$ cat src/rtl/trk_pkg.sv
package trk_pkg;

    localparam int WORD_W    = 16;
    localparam int HDR_SEC_W = 4;
    localparam int HDR_CYL_W = 9;

    typedef logic [WORD_W-1:0] word_t;

    typedef enum logic [2:0] {
        FLD_PRE,
        FLD_SYNC,
        FLD_HDR,
        FLD_DATA,
        FLD_CSUM,
        FLD_POST
    } field_e;

    typedef enum logic [1:0] {
        RX_IDLE,
        RX_HUNT,
        RX_RECV
    } rx_state_e;

    typedef struct packed {
        logic       busy;
        logic [3:0] bitcnt;
    } tx_ctl_t;

    // Field kind of word n inside a sector whose preamble is pre words
    // (the last of them carrying the sync bit) and which has data words.
    function automatic field_e field_of(input int unsigned n,
                                        input int unsigned pre,
                                        input int unsigned data);
        if (n + 1 < pre)            return FLD_PRE;
        else if (n + 1 == pre)      return FLD_SYNC;
        else if (n == pre)          return FLD_HDR;
        else if (n <= pre + data)   return FLD_DATA;
        else if (n == pre + data + 1) return FLD_CSUM;
        else                        return FLD_POST;
    endfunction

    function automatic word_t make_header(input logic [HDR_CYL_W-1:0] cyl,
                                          input logic [HDR_SEC_W-1:0] sec);
        return {{(WORD_W-HDR_CYL_W-HDR_SEC_W){1'b0}}, cyl, sec};
    endfunction

endpackage

$ cat src/rtl/trk_sector_count.sv
module trk_sector_count
    import trk_pkg::*;
#(
    parameter int SECTORS = 12,
    parameter int SEC_W   = 4
) (
    input  logic             clk,
    input  logic             rst,
    input  logic             sector_pulse,
    input  logic             index_pulse,
    output logic [SEC_W-1:0] sector_num
);

    logic wrap_pending;

    always_ff @(posedge clk) begin
        if (rst) begin
            sector_num   <= '0;
            wrap_pending <= 1'b0;
        end else if (sector_pulse) begin
            if (wrap_pending || sector_num == SEC_W'(SECTORS-1))
                sector_num <= '0;
            else
                sector_num <= sector_num + 1'b1;
            // an index seen with this pulse tags the sector now starting
            wrap_pending <= index_pulse;
        end else if (index_pulse) begin
            wrap_pending <= 1'b1;
        end
    end

endmodule

$ cat src/rtl/trk_sector_writer.sv
module trk_sector_writer
    import trk_pkg::*;
#(
    parameter int PRE_WORDS  = 15,
    parameter int DATA_WORDS = 256,
    parameter int SEC_W      = 4,
    parameter int IDX_W      = 8,
    parameter int NW_W       = 9
) (
    input  logic                 clk,
    input  logic                 rst,
    input  logic                 bit_en,
    input  logic                 wr_start,
    input  logic [HDR_CYL_W-1:0] wr_cyl,
    input  logic [SEC_W-1:0]     sector_num,
    input  word_t                wr_word,
    output logic [IDX_W-1:0]     wr_idx,
    output logic                 tx_bit,
    output logic                 tx_active,
    output logic                 tx_done
);

    localparam int TOTAL = PRE_WORDS + DATA_WORDS + 3;

    tx_ctl_t         ctl;
    word_t           shreg;
    word_t           sum;
    word_t           hdr_q;
    word_t           next_word;
    logic [NW_W-1:0] nw;
    field_e          nf;

    assign nf        = field_of(32'(nw), PRE_WORDS, DATA_WORDS);
    assign wr_idx    = IDX_W'(nw - NW_W'(PRE_WORDS + 1));
    assign tx_bit    = ctl.busy & shreg[WORD_W-1];
    assign tx_active = ctl.busy;

    always_comb begin
        case (nf)
            FLD_SYNC: next_word = word_t'(1);
            FLD_HDR:  next_word = hdr_q;
            FLD_DATA: next_word = wr_word;
            FLD_CSUM: next_word = sum;
            default:  next_word = '0;
        endcase
    end

    always_ff @(posedge clk) begin
        if (rst) begin
            ctl     <= '0;
            shreg   <= '0;
            sum     <= '0;
            hdr_q   <= '0;
            nw      <= '0;
            tx_done <= 1'b0;
        end else begin
            tx_done <= 1'b0;
            if (!ctl.busy) begin
                if (wr_start) begin
                    ctl.busy   <= 1'b1;
                    ctl.bitcnt <= '0;
                    shreg      <= '0;
                    sum        <= '0;
                    nw         <= NW_W'(1);
                    hdr_q      <= make_header(wr_cyl, HDR_SEC_W'(sector_num));
                end
            end else if (bit_en) begin
                if (ctl.bitcnt == 4'd15) begin
                    ctl.bitcnt <= '0;
                    if (nw == NW_W'(TOTAL)) begin
                        ctl.busy <= 1'b0;
                        tx_done  <= 1'b1;
                        shreg    <= '0;
                    end else begin
                        shreg <= next_word;
                        nw    <= nw + 1'b1;
                        if (nf == FLD_DATA)
                            sum <= sum + wr_word;
                    end
                end else begin
                    ctl.bitcnt <= ctl.bitcnt + 1'b1;
                    shreg      <= {shreg[WORD_W-2:0], 1'b0};
                end
            end
        end
    end

endmodule

$ cat src/rtl/trk_sector_reader.sv
module trk_sector_reader
    import trk_pkg::*;
#(
    parameter int DATA_WORDS = 256,
    parameter int MIN_ZEROS  = 64,
    parameter int IDX_W      = 8
) (
    input  logic             clk,
    input  logic             rst,
    input  logic             bit_en,
    input  logic             rx_arm,
    input  logic             rx_bit,
    output logic             rx_hunting,
    output word_t            rx_hdr,
    output logic             rx_hdr_valid,
    output word_t            rx_word,
    output logic             rx_word_valid,
    output logic [IDX_W-1:0] rx_word_idx,
    output logic             rx_done,
    output logic             rx_csum_err
);

    localparam int ZC_W = $clog2(MIN_ZEROS + 1);
    localparam int RW_W = $clog2(DATA_WORDS + 2);

    rx_state_e       st;
    logic [ZC_W-1:0] zc;
    logic [3:0]      bitcnt;
    logic [RW_W-1:0] rw;
    word_t           shin;
    word_t           sum;
    word_t           got;

    assign got        = {shin[WORD_W-2:0], rx_bit};
    assign rx_hunting = (st == RX_HUNT);

    always_ff @(posedge clk) begin
        if (rst) begin
            st            <= RX_IDLE;
            zc            <= '0;
            bitcnt        <= '0;
            rw            <= '0;
            shin          <= '0;
            sum           <= '0;
            rx_hdr        <= '0;
            rx_hdr_valid  <= 1'b0;
            rx_word       <= '0;
            rx_word_valid <= 1'b0;
            rx_word_idx   <= '0;
            rx_done       <= 1'b0;
            rx_csum_err   <= 1'b0;
        end else begin
            rx_hdr_valid  <= 1'b0;
            rx_word_valid <= 1'b0;
            rx_done       <= 1'b0;
            case (st)
                RX_IDLE: begin
                    if (rx_arm) begin
                        st <= RX_HUNT;
                        zc <= '0;
                    end
                end
                RX_HUNT: begin
                    if (bit_en) begin
                        if (!rx_bit) begin
                            if (zc != ZC_W'(MIN_ZEROS))
                                zc <= zc + 1'b1;
                        end else if (zc == ZC_W'(MIN_ZEROS)) begin
                            st     <= RX_RECV;
                            bitcnt <= '0;
                            rw     <= '0;
                            sum    <= '0;
                        end else begin
                            zc <= '0;
                        end
                    end
                end
                default: begin
                    if (bit_en) begin
                        shin <= got;
                        if (bitcnt == 4'd15) begin
                            bitcnt <= '0;
                            rw     <= rw + 1'b1;
                            if (rw == '0) begin
                                rx_hdr       <= got;
                                rx_hdr_valid <= 1'b1;
                            end else if (rw <= RW_W'(DATA_WORDS)) begin
                                rx_word       <= got;
                                rx_word_valid <= 1'b1;
                                rx_word_idx   <= IDX_W'(rw - 1'b1);
                                sum           <= sum + got;
                            end else begin
                                rx_done     <= 1'b1;
                                rx_csum_err <= (got != sum);
                                st          <= RX_IDLE;
                            end
                        end else begin
                            bitcnt <= bitcnt + 1'b1;
                        end
                    end
                end
            endcase
        end
    end

endmodule

$ cat src/rtl/trk_sector_framer.sv
module trk_sector_framer
    import trk_pkg::*;
#(
    parameter int SECTORS    = 12,
    parameter int PRE_WORDS  = 15,
    parameter int DATA_WORDS = 256,
    parameter int MIN_ZEROS  = 64,
    localparam int SEC_W     = $clog2(SECTORS),
    localparam int IDX_W     = $clog2(DATA_WORDS),
    localparam int NW_W      = $clog2(PRE_WORDS + DATA_WORDS + 4)
) (
    input  logic                 clk,
    input  logic                 rst,
    input  logic                 bit_en,
    input  logic                 sector_pulse,
    input  logic                 index_pulse,
    output logic [SEC_W-1:0]     sector_num,
    input  logic                 wr_start,
    input  logic [HDR_CYL_W-1:0] wr_cyl,
    output logic [IDX_W-1:0]     wr_idx,
    input  logic [WORD_W-1:0]    wr_word,
    output logic                 tx_bit,
    output logic                 tx_active,
    output logic                 tx_done,
    input  logic                 rx_arm,
    input  logic                 rx_bit,
    output logic                 rx_hunting,
    output logic [WORD_W-1:0]    rx_hdr,
    output logic                 rx_hdr_valid,
    output logic [WORD_W-1:0]    rx_word,
    output logic                 rx_word_valid,
    output logic [IDX_W-1:0]     rx_word_idx,
    output logic                 rx_done,
    output logic                 rx_csum_err
);

    trk_sector_count #(
        .SECTORS (SECTORS),
        .SEC_W   (SEC_W)
    ) u_count (
        .clk          (clk),
        .rst          (rst),
        .sector_pulse (sector_pulse),
        .index_pulse  (index_pulse),
        .sector_num   (sector_num)
    );

    trk_sector_writer #(
        .PRE_WORDS  (PRE_WORDS),
        .DATA_WORDS (DATA_WORDS),
        .SEC_W      (SEC_W),
        .IDX_W      (IDX_W),
        .NW_W       (NW_W)
    ) u_writer (
        .clk        (clk),
        .rst        (rst),
        .bit_en     (bit_en),
        .wr_start   (wr_start),
        .wr_cyl     (wr_cyl),
        .sector_num (sector_num),
        .wr_word    (wr_word),
        .wr_idx     (wr_idx),
        .tx_bit     (tx_bit),
        .tx_active  (tx_active),
        .tx_done    (tx_done)
    );

    trk_sector_reader #(
        .DATA_WORDS (DATA_WORDS),
        .MIN_ZEROS  (MIN_ZEROS),
        .IDX_W      (IDX_W)
    ) u_reader (
        .clk           (clk),
        .rst           (rst),
        .bit_en        (bit_en),
        .rx_arm        (rx_arm),
        .rx_bit        (rx_bit),
        .rx_hunting    (rx_hunting),
        .rx_hdr        (rx_hdr),
        .rx_hdr_valid  (rx_hdr_valid),
        .rx_word       (rx_word),
        .rx_word_valid (rx_word_valid),
        .rx_word_idx   (rx_word_idx),
        .rx_done       (rx_done),
        .rx_csum_err   (rx_csum_err)
    );

endmodule

$ cat config.mk
export PLATFORM = sky130hd
export DESIGN_NAME = trk_sector_framer
export DESIGN_NICKNAME = d
export VERILOG_FILES = /design/src/rtl/trk_pkg.sv /design/src/rtl/trk_sector_count.sv /design/src/rtl/trk_sector_writer.sv /design/src/rtl/trk_sector_reader.sv /design/src/rtl/trk_sector_framer.sv
export SDC_FILE = /design/constraint.sdc
export NUM_CORES = 1
export LEC_CHECK = 0
export BUFFER_PORTS_ARGS = -buffer_cell sky130_fd_sc_hd__buf_2
export CAP_MARGIN = 30
export CORE_MARGIN = 1
export CORE_UTILIZATION = 31
export CTS_CLUSTER_SIZE = 10
export DETAILED_ROUTE_END_ITERATION = 8
export SLEW_MARGIN = 0
export SYNTH_ARGS = -nofsm -noshare
export SYNTH_HDL_FRONTEND = slang
export SYNTH_SLANG_ARGS = --single-unit
$ cat constraint.sdc
create_clock -name clk -period 5.3 [get_ports clk]
set_input_delay 0.53 -clock clk [delete_from_list [all_inputs] [get_ports clk]]
set_output_delay 0.53 -clock clk [all_outputs]
set_load 0.01 [all_outputs]
After elaboration in Yosys (flattened, before gate mapping):

Index checks and enable logic that the tools add are counted.

* word-level logic and storage cells: 169
* output and inout bits: 60
* memory bits (writable): 0
* ROM bits: 0
* flip-flop bits (word level): 162
* latch bits: 0
* bits of input ports: 33
* memories: 0

* reduce and logical (&&, ||, !) cells: 27
* multiplexer cells: 69
* magnitude comparators: 3
* divide/modulo/power cells: 0
* add/sub/neg operators: 11
* shift-type cells: 0
* multiply operators: 0
* bitwise gates (word level): 9
* eq/ne operators: 28

Operators with widths (number)
* two-way mux 16 bit: 17
* two-way mux 9 bit: 10
* one-hot mux 16 bit (4 select lines): 1
* two-way mux 7 bit: 5
* adder 16 bit: 2
* == test 32 x 4 -> 1 bit (second input constant): 1
* one-hot mux 16 bit (2 select lines): 1
* two-way mux 4 bit: 7
* AND reduction 5 bit: 5
* adder 9 x 1 -> 9 bit (second input constant): 2
* == test 9 bit (second input constant): 2
* less-or-equal comparator 9 bit (second input constant): 2
* one-hot mux 9 bit (2 select lines): 1
* two-way mux 2 bit: 8
* inequality test 16 bit: 1
* inequality test 2 bit (second input constant): 8
* two-way mux 5 bit: 3
* one-hot mux 7 bit (2 select lines): 1
* adder 4 x 1 -> 4 bit (second input constant): 3
* == test 4 bit (second input constant): 3
* two-way mux 3 bit: 4
* AND reduction 4 bit: 3
* nonzero test 2 bit: 6
* adder 9 x 1 -> 10 bit (second input constant): 1
* other kinds (30): 50

Depth between registers and ports, before layout:

* depth in word-level cells: 12
* mapped depth: 12
* mapped depth without buffers: 10

Cells and area by module:

Synthesis repeated with hierarchy kept, for this count alone.

* cell total of the unflattened synthesis: 1063
* area total of the unflattened synthesis: 8878.5 µm²

By module, submodules not included
* trk_sector_reader: cells each 591, instances 1, area each 4855.9 µm²
* trk_sector_writer: cells each 449, instances 1, area each 3792.4 µm²
* trk_sector_count: cells each 23, instances 1, area each 230.2 µm²

Worst setup path before layout:

No wires, ideal clock.

* path kind: in2reg
* start point: input port rx_bit
* end point: register u_reader.sum[14]
* stages on the path: 9
* data required time: 5.183 ns
* setup slack: 2.781 ns
* path buffers: 0
* data arrival time: 2.402 ns
* cell sequence: ha_1 > fa_1 > a21o_1 > a21oi_1 > o21ai_0 > a311oi_1 > o21ai_0 > xnor2_1 > a22o_1

* word-level cells in the longest chain between the ends: 6

RTL lines
* start: declaration: RTL line trk_sector_framer.sv:26 `input logic rx_bit,`
* adder 16 bit: RTL line trk_sector_reader.sv:91 `sum <= sum + got;`
* two-way mux 16 bit: RTL line trk_sector_reader.sv:87 `end else if (rw <= RW_W'(DATA_WORDS)) begin`
* two-way mux 16 bit: RTL line trk_sector_reader.sv:84 `if (rw == '0) begin`
* two-way mux 16 bit: RTL line trk_sector_reader.sv:81 `if (bitcnt == 4'd15) begin`
* two-way mux 16 bit: RTL line trk_sector_reader.sv:79 `if (bit_en) begin`
* one-hot mux 16 bit (2 select lines): RTL line trk_sector_reader.sv:56 `case (st)`
* end signal: assignment: RTL line trk_sector_reader.sv:91
* end: declaration: RTL line trk_sector_reader.sv:31 `word_t sum;`

Parallel ways exist; a longest one is shown, timed or not. The select of a mux whose other input is x is not followed.
A chain may end at the register's enable or synchronous reset.

Worst setup path after layout:

* start point: register u_writer.nw[1]
* end point: register u_writer.shreg[13]

* word-level cells in the longest chain between the ends: 12

RTL lines
* start: declaration: RTL line trk_sector_writer.sv:30 `logic [NW_W-1:0] nw;`
* start signal: assignment: RTL line trk_sector_writer.sv:76 `nw <= nw + 1'b1;`
* parallel branches: the longest is 8 deep, another holds adder 9 x 1 -> 10 bit
* two-way mux 16 bit (*): RTL line trk_sector_writer.sv:70 `if (nw == NW_W'(TOTAL)) begin`
* two-way mux 16 bit (*): RTL line trk_sector_writer.sv:68 `if (ctl.bitcnt == 4'd15) begin`
* two-way mux 16 bit (*): RTL line trk_sector_writer.sv:67 `end else if (bit_en) begin`
* two-way mux 16 bit (*): RTL line trk_sector_writer.sv:58 `if (!ctl.busy) begin`
* end signal: assignment: RTL line trk_sector_writer.sv:75 `shreg <= next_word;`
* end signal: assignment: RTL line trk_sector_writer.sv:82 `shreg <= {shreg[WORD_W-2:0], 1'b0};`
* end: declaration: RTL line trk_sector_writer.sv:26 `word_t shreg;`

Every way passes the cells marked *. The select of a mux whose other input is x is not followed.

==> results.toml <==
[setup_path]
criticalPathCategory = "register to register"
worstSetupStartpointType = "register"
end_kind = "register"
r2r_slack_ps = 2180
r2r_end = "u_writer.shreg[13]$_SDFFE_PP0P_"
crit_required_ps = 5550
timing.rr.start = "u_writer.nw[1]$_SDFFE_PP0P_"
cp.arrival_ps = 3360
worst-path-max-fanout = 17
r2r_cells = 7

[route]
num_vias = 7454
first_pass_iters = 4
final_antenna_net_count = 0
drc = 0
drt-initial-drc-count = 442
routedWlPerCell_um = 15.63
wirelength_mm = 22.14
vias_per_cell = 5.264

[hold_path]
hold_depth = 3
min_to = "u_count.wrap_pending$_SDFFE_PP0P_"
hold_class = "input port to register"
hp-start = "index_pulse"

[flow_run]
drv_cap = 0

[power_and_ir_drop]
ir_worst_vdd_mv = 0.1786
p_per_area_nw_per_um2 = 269.1
leakagePower_nw = 3.769

[sta]
timing.fmax_mhz = 320.6
fin_setup_tns_ps = 0
max_slew_margin_pct = 38.99
clock_skew_ps = 11.90
finalHoldViolCount = 0
setup_ws_ps = 2181
worst_pin_slew_ps = 915.1
finalMaxSlewViolations = 0
fin_crit_sh_pct = 58.85
final.min_clock_period_ps = 3119
setup_viol = 0
rsz0062_at_grt = "false"

[synthesis]
yosys.area.top_type = "dfxtp_1"
yosys_warnings = 0
syn_area_per_cell_um2 = 8.359
syn_area_um2 = 8426
synth_top_area_share_pct = 38.49
synthArstFlopShare_pct = 0
synth_cell_types = 73
synth_edf_count = 0
synth-seq-cells = 162
synthCells = 1008
synth_top_flop_cell = "dfxtp_1"
synth_fp_nets = 1092
yosys-top-cells-area = "dfxtp_1 38%, nand2_1 8.2%, ha_1 7.3%, a21oi_1 6.8%, xnor2_1 3.5%"
seq_area_frac_synth_pct = 38.49

[global_routing]
antenna_found_initial = 0
grt_pass1_wl_mm = 36.06
grtUsageTotal_pct = 16.00
grt_pass1_vias = 6935
grt_start_max_net_pins = 70
grt_overflow = 0

[die]
num_rows = 59
start_util_pct = 31.97
fp.dieW_um = 166.9
die-area_um2 = 27840
num_io_pins = 93
die_height_um = 166.9
core_um2 = 26350

[clock_tree]
cts-buffers-inserted = 17
cts_max_level = 4
cts-resized-gates = 0
path_clk_slew_ps = 60
cts-root-buf = "clkbuf_16"
postCtsSetupRepairBufs = 0
clock_latency_ps = 420
cts_tree = "built"
cts_buffer_depth = 2
cts_hold_buf = 0
clock_sinks = 162

[place]
pre_cts_slack_ps = 2206
dpl.hpwl_mm = 16.10
gp_congestion = 0.8723
io_buffer_count = 92

[final_layout]
diodes = 0
area_growth_pct = 14.60
nNetsFinal = 1152
layout-drive-gt1-share_pct = 14.71

[run_status]
status = "completed"
[final cells by class]
type / count / area [um2]
sequential: 162 / 3243
clock inverter: 13 / 125.1
clock buffer: 19 / 442.9
inverter: 26 / 97.59
timing repair buffer: 100 / 530.5
tap: 335 / 419.2
fill: 2692 / 16700
multi-input combinational: 761 / 4797
[state kept, by name, summed over array words and instances, names as in the netlist, 2 cells and up]
register and count:
u_writer.sum 16, u_reader.rx_word_idx 8, u_writer.ctl 4, u_reader.rx_word 16, u_reader.rx_hdr 16, u_writer.hdr_q 13
u_count.sector_num 4, u_reader.sum 16, u_reader.zc 7, u_reader.rw 9, u_reader.st 2, u_writer.shreg 16
u_reader.bitcnt 4, u_writer.nw 9, u_reader.shin 15
[where the power goes]
group	total, W	internal, W	switching [W]
Sequential	0.00125	0.00123	0.0000178
Clock	0.00119	0.000667	0.000526
Combinational	0.000157	0.0000551	0.000102
[cells by family (layout without fill, tap and decap cells)]
group / Yosys count / in the layout / synth area share (%)
compound gates: 281 / 281 / 23.00
xor+xnor: 54 / 54 / 5.613
fa+ha+maj: 51 / 51 / 7.752
buf+inv: 85 / 158 / 4.574
flops: 162 / 162 / 38.49
mux: 5 / 5 / 0.6089
simple gates: 370 / 370 / 19.96
[per-layer routing]
metal  vias to the layer above  wire length (um)  track usage (%)
li1                       3724                 -                -
met1                      3534             10750            21.61
met2                       175             10180            26.01
met3                        21               906            2.567
met4                         0               304            4.952
met5                         -                 0                0
[cell usage after synthesis, types with 3 or more instances]
cell type  instances
and3_1            18
a311oi_1           3
buf_6              3
and4_1             3
a31o_1             3
a221oi_1           4
ha_1              49
nand4_1           10
or3_1              5
nor2b_1            6
nor2_1            72
a21o_1            10
mux2i_1            4
nand3_1           29
o21bai_1           4
a211oi_1          15
o31ai_1            3
buf_4              7
buf_2              5
clkbuf_1          41
nand2b_1           3
o31ai_2           10
a22oi_1           15
nor4_1            11
a22o_1            19
nand2_1          184
a222oi_1          12
o21a_1             7
dfxtp_1          162
xnor2_1           34
a21boi_0           4
nor3_1            10
inv_1             26
a21oi_1          114
o211ai_1           3
o21ai_0           30
a31oi_1            3
xor2_1            20
and2_1             4
[worst max path at each step]
stage / to / startpoint / cells past startpoint / slack [ps]
after floorplan: u_reader.sum[14]$_SDFFE_PP0P_ / rx_bit / 9 / 2780
after detailed placement: u_writer.shreg[14]$_SDFFE_PP0P_ / u_writer.nw[1]$_SDFFE_PP0P_ / 7 / 2210
final: u_writer.shreg[13]$_SDFFE_PP0P_ / u_writer.nw[1]$_SDFFE_PP0P_ / 7 / 2180
after CTS: u_writer.shreg[13]$_SDFFE_PP0P_ / u_writer.nw[1]$_SDFFE_PP0P_ / 7 / 2190
after global routing: u_writer.shreg[15]$_SDFFE_PP0P_ / u_writer.nw[1]$_SDFFE_PP0P_ / 7 / 1980
after global placement: u_writer.shreg[13]$_SDFFE_PP0P_ / u_writer.nw[1]$_SDFFE_PP0P_ / 7 / 2310
[worst max-delay path, stage by stage, from the launching register on]
cell and delay (ps):
dfxtp_1 500, ha_1 320, and3_1 260, nand3_1 110, and3_1 230, and3_1 410
o31ai_4 890, a221oi_1 220
[placed cells by master, fill, tap and decap left out, drive strengths merged, types with 4 or more instances in the layout]
| cell type | synthesis | final |
|---|---|---|
| o21bai | 4 | 4 |
| and2 | 5 | 5 |
| or3 | 5 | 5 |
| o21ai | 33 | 33 |
| nor2 | 73 | 73 |
| a311oi | 4 | 4 |
| a21o | 10 | 10 |
| o21a | 8 | 8 |
| xnor2 | 34 | 34 |
| a21oi | 115 | 115 |
| mux2i | 4 | 4 |
| a22o | 19 | 19 |
| buf | 18 | 100 |
| clkinv | 0 | 5 |
| dfxtp | 162 | 162 |
| nor2b | 6 | 6 |
| a31o | 4 | 4 |
| inv | 26 | 31 |
| a21boi | 5 | 5 |
| and3 | 18 | 18 |
| nor4 | 12 | 12 |
| a22oi | 15 | 15 |
| a211oi | 15 | 15 |
| a221oi | 5 | 5 |
| a222oi | 12 | 12 |
| o31ai | 14 | 14 |
| nand3 | 30 | 30 |
| ha | 49 | 49 |
| nand2 | 184 | 184 |
| clkbuf | 41 | 19 |
| nand4 | 11 | 11 |
| xor2 | 20 | 20 |
| nor3 | 10 | 10 |
[through the flow]
step / power [W] / hold slack (ps) / instances / instance area [um2] / utilization, %
after floorplan: 0.001379 / 435.7 / 1008 / 8426 / -
after global placement: 0.001431 / 444.9 / 1381 / 9057 / 34.37
after detailed placement: 0.001432 / 446.9 / 1384 / 9087 / 34.48
after CTS: 0.002633 / 312.9 / 1416 / 9656 / 36.64
after global routing: 0.002701 / 331.0 / 1416 / 9656 / 36.64
final: 0.002598 / 328.5 / 1416 / 9656 / 36.64
Note: power is estimated with default switching activity, not from simulation.
